## src/rtl/nip_pkg.sv

```systemverilog
package nip_pkg;

    typedef enum logic [0:0] {
        ST_IDLE = 1'b0,
        ST_RUN  = 1'b1
    } nest_st_e;

    localparam logic [15:0] KEY_WRITE = 16'h05FA;
    localparam logic [15:0] KEY_SHOW  = 16'hFA05;

    localparam int OFS_CTRL  = 'h00;
    localparam int OFS_ENSET = 'h04;
    localparam int OFS_ENCLR = 'h08;
    localparam int OFS_PDSET = 'h0C;
    localparam int OFS_PDCLR = 'h10;
    localparam int OFS_ACT   = 'h14;
    localparam int OFS_PRIO  = 'h40;

    localparam int PRIO_BITS = 4;

    // number of sub-priority bits for a grouping code
    function automatic logic [2:0] sub_width(input logic [2:0] code);
        if (code >= 3'd3) return code - 3'd3;
        return 3'd0;
    endfunction

    function automatic logic [PRIO_BITS-1:0] group_of(input logic [PRIO_BITS-1:0] p,
                                                      input logic [2:0] code);
        return p >> sub_width(code);
    endfunction

endpackage

```

## src/rtl/nip_regs.sv

```systemverilog
module nip_regs
    import nip_pkg::*;
#(
    parameter int NSRC = 8,
    parameter int AW   = 8,
    localparam int IDW = $clog2(NSRC)
) (
    input  logic                          clk,
    input  logic                          rst_n,
    input  logic                          reg_wr,
    input  logic [AW-1:0]                 reg_addr,
    input  logic [31:0]                   reg_wdata,
    output logic [31:0]                   reg_rdata,
    input  logic [NSRC-1:0]               irq_in,
    input  logic                          take,
    input  logic [IDW-1:0]                take_id,
    input  logic                          pop,
    input  logic [IDW-1:0]                pop_id,
    output logic [NSRC-1:0]               en_q,
    output logic [NSRC-1:0]               pend_q,
    output logic [NSRC-1:0]               act_q,
    output logic [NSRC-1:0][PRIO_BITS-1:0] prio_q,
    output logic [2:0]                    grp_q
);

    logic [NSRC-1:0] wmask;
    logic [NSRC-1:0] take_mask;
    logic [NSRC-1:0] pop_mask;
    logic            hit_ctrl, hit_enset, hit_enclr, hit_pdset, hit_pdclr;
    logic            unused_wbits;

    assign unused_wbits = ^reg_wdata[15:11];

    assign wmask     = reg_wdata[NSRC-1:0];
    assign take_mask = take ? (NSRC'(1) << take_id) : '0;
    assign pop_mask  = pop  ? (NSRC'(1) << pop_id)  : '0;

    assign hit_ctrl  = reg_wr && (reg_addr == AW'(OFS_CTRL));
    assign hit_enset = reg_wr && (reg_addr == AW'(OFS_ENSET));
    assign hit_enclr = reg_wr && (reg_addr == AW'(OFS_ENCLR));
    assign hit_pdset = reg_wr && (reg_addr == AW'(OFS_PDSET));
    assign hit_pdclr = reg_wr && (reg_addr == AW'(OFS_PDCLR));

    always_ff @(posedge clk or negedge rst_n) begin
        if (!rst_n) begin
            grp_q <= 3'd0;
        end else if (hit_ctrl && reg_wdata[31:16] == KEY_WRITE) begin
            grp_q <= reg_wdata[10:8];
        end
    end

    always_ff @(posedge clk or negedge rst_n) begin
        if (!rst_n) begin
            en_q   <= '0;
            pend_q <= '0;
            act_q  <= '0;
        end else begin
            if (hit_enset) en_q <= en_q | wmask;
            else if (hit_enclr) en_q <= en_q & ~wmask;
            pend_q <= (pend_q & ~(hit_pdclr ? wmask : '0) & ~take_mask)
                      | (hit_pdset ? wmask : '0) | irq_in;
            act_q  <= (act_q | take_mask) & ~pop_mask;
        end
    end

    for (genvar i = 0; i < NSRC; i++) begin : g_prio
        always_ff @(posedge clk or negedge rst_n) begin
            if (!rst_n) begin
                prio_q[i] <= '0;
            end else if (reg_wr && reg_addr == AW'(OFS_PRIO + 4 * i)) begin
                prio_q[i] <= reg_wdata[7:4];
            end
        end
    end

    always_comb begin
        reg_rdata = '0;
        if (reg_addr == AW'(OFS_CTRL)) begin
            reg_rdata = {KEY_SHOW, 5'd0, grp_q, 8'd0};
        end else if (reg_addr == AW'(OFS_ENSET) || reg_addr == AW'(OFS_ENCLR)) begin
            reg_rdata = 32'(en_q);
        end else if (reg_addr == AW'(OFS_PDSET) || reg_addr == AW'(OFS_PDCLR)) begin
            reg_rdata = 32'(pend_q);
        end else if (reg_addr == AW'(OFS_ACT)) begin
            reg_rdata = 32'(act_q);
        end else begin
            for (int i = 0; i < NSRC; i++) begin
                if (reg_addr == AW'(OFS_PRIO + 4 * i)) reg_rdata = {24'd0, prio_q[i], 4'd0};
            end
        end
    end

endmodule

```

## src/rtl/nip_resolve.sv

```systemverilog
module nip_resolve
    import nip_pkg::*;
#(
    parameter int NSRC = 8,
    localparam int IDW = $clog2(NSRC)
) (
    input  logic [NSRC-1:0]                elig,
    input  logic [NSRC-1:0][PRIO_BITS-1:0] prio,
    output logic                           cand_valid,
    output logic [IDW-1:0]                 cand_id,
    output logic [PRIO_BITS-1:0]           cand_prio
);

    // strict compare keeps the lowest index on a full tie
    always_comb begin
        cand_valid = 1'b0;
        cand_id    = '0;
        cand_prio  = '1;
        for (int i = 0; i < NSRC; i++) begin
            if (elig[i] && (!cand_valid || prio[i] < cand_prio)) begin
                cand_valid = 1'b1;
                cand_id    = IDW'(i);
                cand_prio  = prio[i];
            end
        end
    end

endmodule

```

## src/rtl/nip_stack.sv

```systemverilog
module nip_stack
    import nip_pkg::*;
#(
    parameter int NSRC = 8,
    localparam int IDW = $clog2(NSRC),
    localparam int DW  = $clog2(NSRC + 1)
) (
    input  logic           clk,
    input  logic           rst_n,
    input  logic           push,
    input  logic [IDW-1:0] push_id,
    input  logic           pop,
    output logic           top_valid,
    output logic [IDW-1:0] top_id,
    output logic [DW-1:0]  depth
);

    nest_st_e       st_q, st_d;
    logic [DW-1:0]  depth_q, depth_d;
    logic [IDW-1:0] stk_q [NSRC];
    logic           room;

    assign room = depth_q < DW'(NSRC);

    // next state: FIRST_TAKE, NEST_TAKE, UNWIND, LAST_POP
    always_comb begin
        st_d    = st_q;
        depth_d = depth_q;
        unique case (st_q)
            ST_IDLE: begin
                if (push) begin
                    st_d    = ST_RUN;
                    depth_d = DW'(1);
                end
            end
            ST_RUN: begin
                if (pop) begin
                    depth_d = depth_q - DW'(1);
                    if (depth_q == DW'(1)) st_d = ST_IDLE;
                end else if (push && room) begin
                    depth_d = depth_q + DW'(1);
                end
            end
            default: begin
                st_d    = ST_IDLE;
                depth_d = '0;
            end
        endcase
    end

    always_ff @(posedge clk or negedge rst_n) begin
        if (!rst_n) begin
            st_q    <= ST_IDLE;
            depth_q <= '0;
        end else begin
            st_q    <= st_d;
            depth_q <= depth_d;
        end
    end

    always_ff @(posedge clk or negedge rst_n) begin
        if (!rst_n) begin
            for (int i = 0; i < NSRC; i++) stk_q[i] <= '0;
        end else if (push && !pop && room) begin
            stk_q[IDW'(depth_q)] <= push_id;
        end
    end

    always_comb begin
        top_valid = (st_q == ST_RUN);
        top_id    = top_valid ? stk_q[IDW'(depth_q - DW'(1))] : '0;
        depth     = depth_q;
    end

endmodule

```

## src/rtl/nest_prio_arbiter.sv

```systemverilog
module nest_prio_arbiter
    import nip_pkg::*;
#(
    parameter int NSRC = 8,
    parameter int AW   = 8,
    localparam int IDW = $clog2(NSRC),
    localparam int DW  = $clog2(NSRC + 1)
) (
    input  logic            clk,
    input  logic            rst_n,
    input  logic            reg_wr,
    input  logic [AW-1:0]   reg_addr,
    input  logic [31:0]     reg_wdata,
    output logic [31:0]     reg_rdata,
    input  logic [NSRC-1:0] irq_in,
    input  logic            ack,
    input  logic            eoi,
    output logic            preempt_req,
    output logic [IDW-1:0]  preempt_id,
    output logic            run_valid,
    output logic [IDW-1:0]  run_id,
    output logic [DW-1:0]   nest_depth
);

    logic [NSRC-1:0]                en_q, pend_q, act_q;
    logic [NSRC-1:0][PRIO_BITS-1:0] prio_q;
    logic [2:0]                     grp_q;
    logic                           cand_valid;
    logic [IDW-1:0]                 cand_id;
    logic [PRIO_BITS-1:0]           cand_prio;
    logic                           top_valid;
    logic [IDW-1:0]                 top_id;
    logic [DW-1:0]                  depth;
    logic [PRIO_BITS-1:0]           cand_grp, run_grp;
    logic                           take, pop;

    nip_regs #(.NSRC(NSRC), .AW(AW)) u_regs (
        .clk      (clk),
        .rst_n    (rst_n),
        .reg_wr   (reg_wr),
        .reg_addr (reg_addr),
        .reg_wdata(reg_wdata),
        .reg_rdata(reg_rdata),
        .irq_in   (irq_in),
        .take     (take),
        .take_id  (cand_id),
        .pop      (pop),
        .pop_id   (top_id),
        .en_q     (en_q),
        .pend_q   (pend_q),
        .act_q    (act_q),
        .prio_q   (prio_q),
        .grp_q    (grp_q)
    );

    nip_resolve #(.NSRC(NSRC)) u_resolve (
        .elig      (en_q & pend_q & ~act_q),
        .prio      (prio_q),
        .cand_valid(cand_valid),
        .cand_id   (cand_id),
        .cand_prio (cand_prio)
    );

    nip_stack #(.NSRC(NSRC)) u_stack (
        .clk      (clk),
        .rst_n    (rst_n),
        .push     (take),
        .push_id  (cand_id),
        .pop      (pop),
        .top_valid(top_valid),
        .top_id   (top_id),
        .depth    (depth)
    );

    // group values follow the live grouping code
    assign cand_grp = group_of(cand_prio, grp_q);
    assign run_grp  = group_of(prio_q[top_id], grp_q);

    assign preempt_req = cand_valid && (!top_valid || cand_grp < run_grp);
    assign preempt_id  = cand_id;
    assign take        = ack && !eoi && preempt_req;
    assign pop         = eoi && top_valid;

    assign run_valid  = top_valid;
    assign run_id     = top_id;
    assign nest_depth = depth;

endmodule

```

## config.mk

```make
export PLATFORM = sky130hd
export DESIGN_NAME = nest_prio_arbiter
export DESIGN_NICKNAME = d
export VERILOG_FILES = /design/src/rtl/nip_pkg.sv /design/src/rtl/nip_regs.sv /design/src/rtl/nip_resolve.sv /design/src/rtl/nip_stack.sv /design/src/rtl/nest_prio_arbiter.sv
export SDC_FILE = /design/constraint.sdc
export NUM_CORES = 1
export LEC_CHECK = 0
export ABC_CLOCK_PERIOD_IN_PS = 15000
export BUFFER_PORTS_ARGS = -buffer_cell sky130_fd_sc_hd__buf_4
export CAP_MARGIN = 20
export CORE_ASPECT_RATIO = 1.1
export CORE_UTILIZATION = 44
export CTS_CLUSTER_SIZE = 20
export DETAILED_ROUTE_END_ITERATION = 8
export PLACE_DENSITY = 0.64
export SLEW_MARGIN = 20
export SYNTH_ARGS = -nofsm -noshare
export SYNTH_HDL_FRONTEND = slang
export SYNTH_SLANG_ARGS = --single-unit
```

## constraint.sdc

```tcl
create_clock -name clk -period 15 [get_ports clk]
set_input_delay 0.75 -clock clk [delete_from_list [all_inputs] [get_ports clk]]
set_output_delay 0.75 -clock clk [all_outputs]
set_load 0.03 [all_outputs]
```

==> out/metrics.csv <==
stage,metric,value,unit
setup_path,endpoint_kind,output port,
yosys,synth_area_leader_cell,dfrtp_1,
timing,finClkSkew,0.00899,ns
power,p_leak,3.73,nW
timing,finalHoldViolCount,0,
cells_and_area,finalInstanceArea,0.00796,mm^2
yosys,synth.area.top_cells,"dfrtp_1 (32%), mux2_2 (10%), nand2_1 (4.5%)",
floorplan,dieWidth,122,um
routing,drc,0,
place,place_area,0.00757,mm^2
clocking,postCtsHoldBufs,0,
global_routing,grt_overflow_total,0,
floorplan,die_area,0.0163,mm^2
cells_and_area,drive_gt1_share,25.9,%
cells_and_area,fin_util,52.3,%
clocking,cts_tree,yes,
clocking,insertion_delay,0.36,ns
min_path,worst_hold_path_type,input port to async pin,
yosys,syn_area_per_cell,9.15,um^2
setup_path,cp.required,14.25,ns
timing,slew-limit-headroom,25.8,%
yosys,synth_area,0.00695,mm^2
timing,min_period_over_period,95.1,%
cells_and_area,multi_input_area,0.00436,mm^2
global_routing,grt_max_degree,56,
setup_path,r2r_start,u_regs.act_q[0],
floorplan,fp.coreArea,0.0152,mm^2
yosys,yosysTopAreaCellShare,31.7,%
yosys,netlist-cell-type-count,89,
status,status,"finished, final reports clean",
cells_and_area,antenna_cells,0,
clocking,clock_sinks,88,
global_routing,antenna_found_initial,0,
timing,setup_viol,0,
yosys,ys_seq_area_share,31.7,%
yosys,ys_seq_elements,88,
timing,fin_ws,0.729,ns
global_routing,grt_pass1_vias,6145,
place,routabilityCongestion,0.904,
setup_path,cp_num_buf_inv,6,
place,dp_slack,0.286,ns
yosys,synthFlopType,dfrtp_1,
clocking,clk_pin_slew,0.07,ns
yosys,yosysMostFrequentCell,dfrtp_1,
clocking,root_buffer,clkbuf_16,
power,p_per_area,80.5,mW/mm^2
place,portBuffers,78,
routing,wirelength,21300,um
floorplan,ioPinCount,97,
cells_and_area,nets,896,
setup_path,critical_path.startpoint_type,flop,
global_routing,grt_pass1_wl,33200,um
clocking,clk_path_buf_depth,2,
routing,via_count,6449,
clocking,h-tree-depth,3,
yosys,synth_edf_count,0,
cells_and_area,fill_cells,1440,
yosys,netlist_top_cells_count,"dfrtp_1 (88), nand2_1 (84), mux2_2 (62)",
yosys,syn_inst,760,
timing,worst_slew_pin_slew,1.10,ns
setup_path,crit_family,compound AO/OA/AOI/OAI gates,
routing,detail_route.wl_per_cell,20.8,um
yosys,yosys_warnings,0,
floorplan,rows,47,
setup_path,crit_path_start,u_regs.act_q[0],
timing,max_freq,0.0701,GHz
setup_path,crit_fanout,10,
cells_and_area,regArea,0.00220,mm^2
run,cap_violations,0,
routing,ant_nets,0,
place,dp_hpwl,16000,um
timing,finalMaxSlewViolations,0,
routing,drt_iter0_drc,624,
power,report.power.total,641,uW
yosys,synthArstFlopShare,100,%
routing,routed_via_density,6.30,
setup_path,crit_type,flop to output port,
timing,min_period,14.27,ns
floorplan,initial_core_util,45.6,%
power,ir_drop,0.0804,mV
setup_path,crit_slowest_cell,dfrtp_1,
setup_path,crit_top_cell,ha_1,
setup_path,cp_slowest_stage_delay,0.45,ns
global_routing,grtUsageTotal,26.7,%
floorplan,fp.dieH,134,um
routing,firstDrtPassIters,5,
setup_path,critPathArrivalTime,13.52,ns
clocking,cts_buffers,9,
cells_and_area,synthToLayoutAreaGrowth,14.5,%
-- registers in the layout (all words and copies together), names as in the netlist, named ones only --
signal             flops
u_stack.stk_q         24
u_regs.grp_q           3
u_stack.top_valid      1
u_regs.pend_q          8
u_regs.prio_q         32
u_stack.depth          4
u_regs.act_q           8
-- routing by layer --
| metal | track usage, % | wire [um] |
|---|---|---|
| met1 | 36.7 | 9260 |
| met2 | 42.0 | 9860 |
| met3 | 5.27 | 1640 |
| met4 | 8.85 | 554 |
| met5 | 0 | 0 |
-- cell families after synthesis --
group	count (synthesis)	share of synthesized area (%)
simple gates	260	19.0
compound gates	189	20.7
mux	101	17.7
buf+inv	96	6.53
flops	88	31.7
fa+ha+maj	22	3.94
xor+xnor	3	0.378
other cells	1	0.0539
-- cell type report --
class / instances / area share (%)
Inverter: 41 / 1.93
Sequential cell: 88 / 27.7
Timing Repair Buffer: 94 / 8.87
Multi-Input combinational cell: 588 / 54.7
Clock buffer: 10 / 2.88
Tap cell: 196 / 3.08
Clock inverter: 6 / 0.849
-- timing repair --
item / CTS / global route
pin swaps: 1 / 3
endpoints found under the setup margin: 1 / 46
buffers inserted: 2 / 8
gates resized for setup: 0 / 7
-- per-stage QoR --
step / TNS [ns] / cells / hold WS (ns)
floorplan: 0 / 772 / 0.454
global placement: 0 / 997 / 0.472
detailed placement: 0 / 997 / 0.483
CTS: 0 / 1015 / 0.343
global route: -0.0496 / 1023 / 0.361
finish: 0 / 1023 / 0.329
-- report_power, final --
group | leakage, nW | internal [mW] | switching [mW] | total, mW
clock | 0.139 | 0.130 | 0.104 | 0.234
sequential | 1.16 | 0.247 | 0.0297 | 0.276
combinational | 2.43 | 0.0548 | 0.0761 | 0.131
total | 3.73 | 0.432 | 0.209 | 0.641
-- final timing paths --
check | endpoint | slack [ns] | cells past startpoint
max | preempt_req | 0.73 | 62
min | u_regs.act_q[1] | 0.33 | 1
max reg2reg | u_stack.stk_q[11] | 1.08 | 64
min reg2reg | u_stack.stk_q[12] | 0.49 | 1
max in group asynchronous | u_stack.stk_q[14] | 13.57 | 2
min in group clk | u_stack.stk_q[12] | 0.49 | 1
-- layout by cell type, fill, tap and decap left out, types with 4 or more instances in the layout --
master     count
o22ai_1        4
nand3_1       24
nor2b_1        8
dfrtp_1       88
a22oi_1        9
mux2i_1       22
a221o_1       10
mux2_1         6
and2_1         8
a31oi_1        7
conb_1        13
nand2b_1       5
nor4_1         4
nand2_1       83
ha_1          21
nand3b_1       8
and3_1         7
a22o_1         5
a222oi_1       4
a211oi_1       7
mux2_2        62
nor2_1        55
nand4_1       16
a221oi_1       5
o31ai_1        5
mux4_2        11
nor3_1        14
a21boi_0       8
a21o_1         8
o21ai_0       31
inv_1         39
clkbuf_16      9
or2_2          5
a21oi_1       39
buf_4         94
No activity file was read; power rests on OpenSTA's default activity.
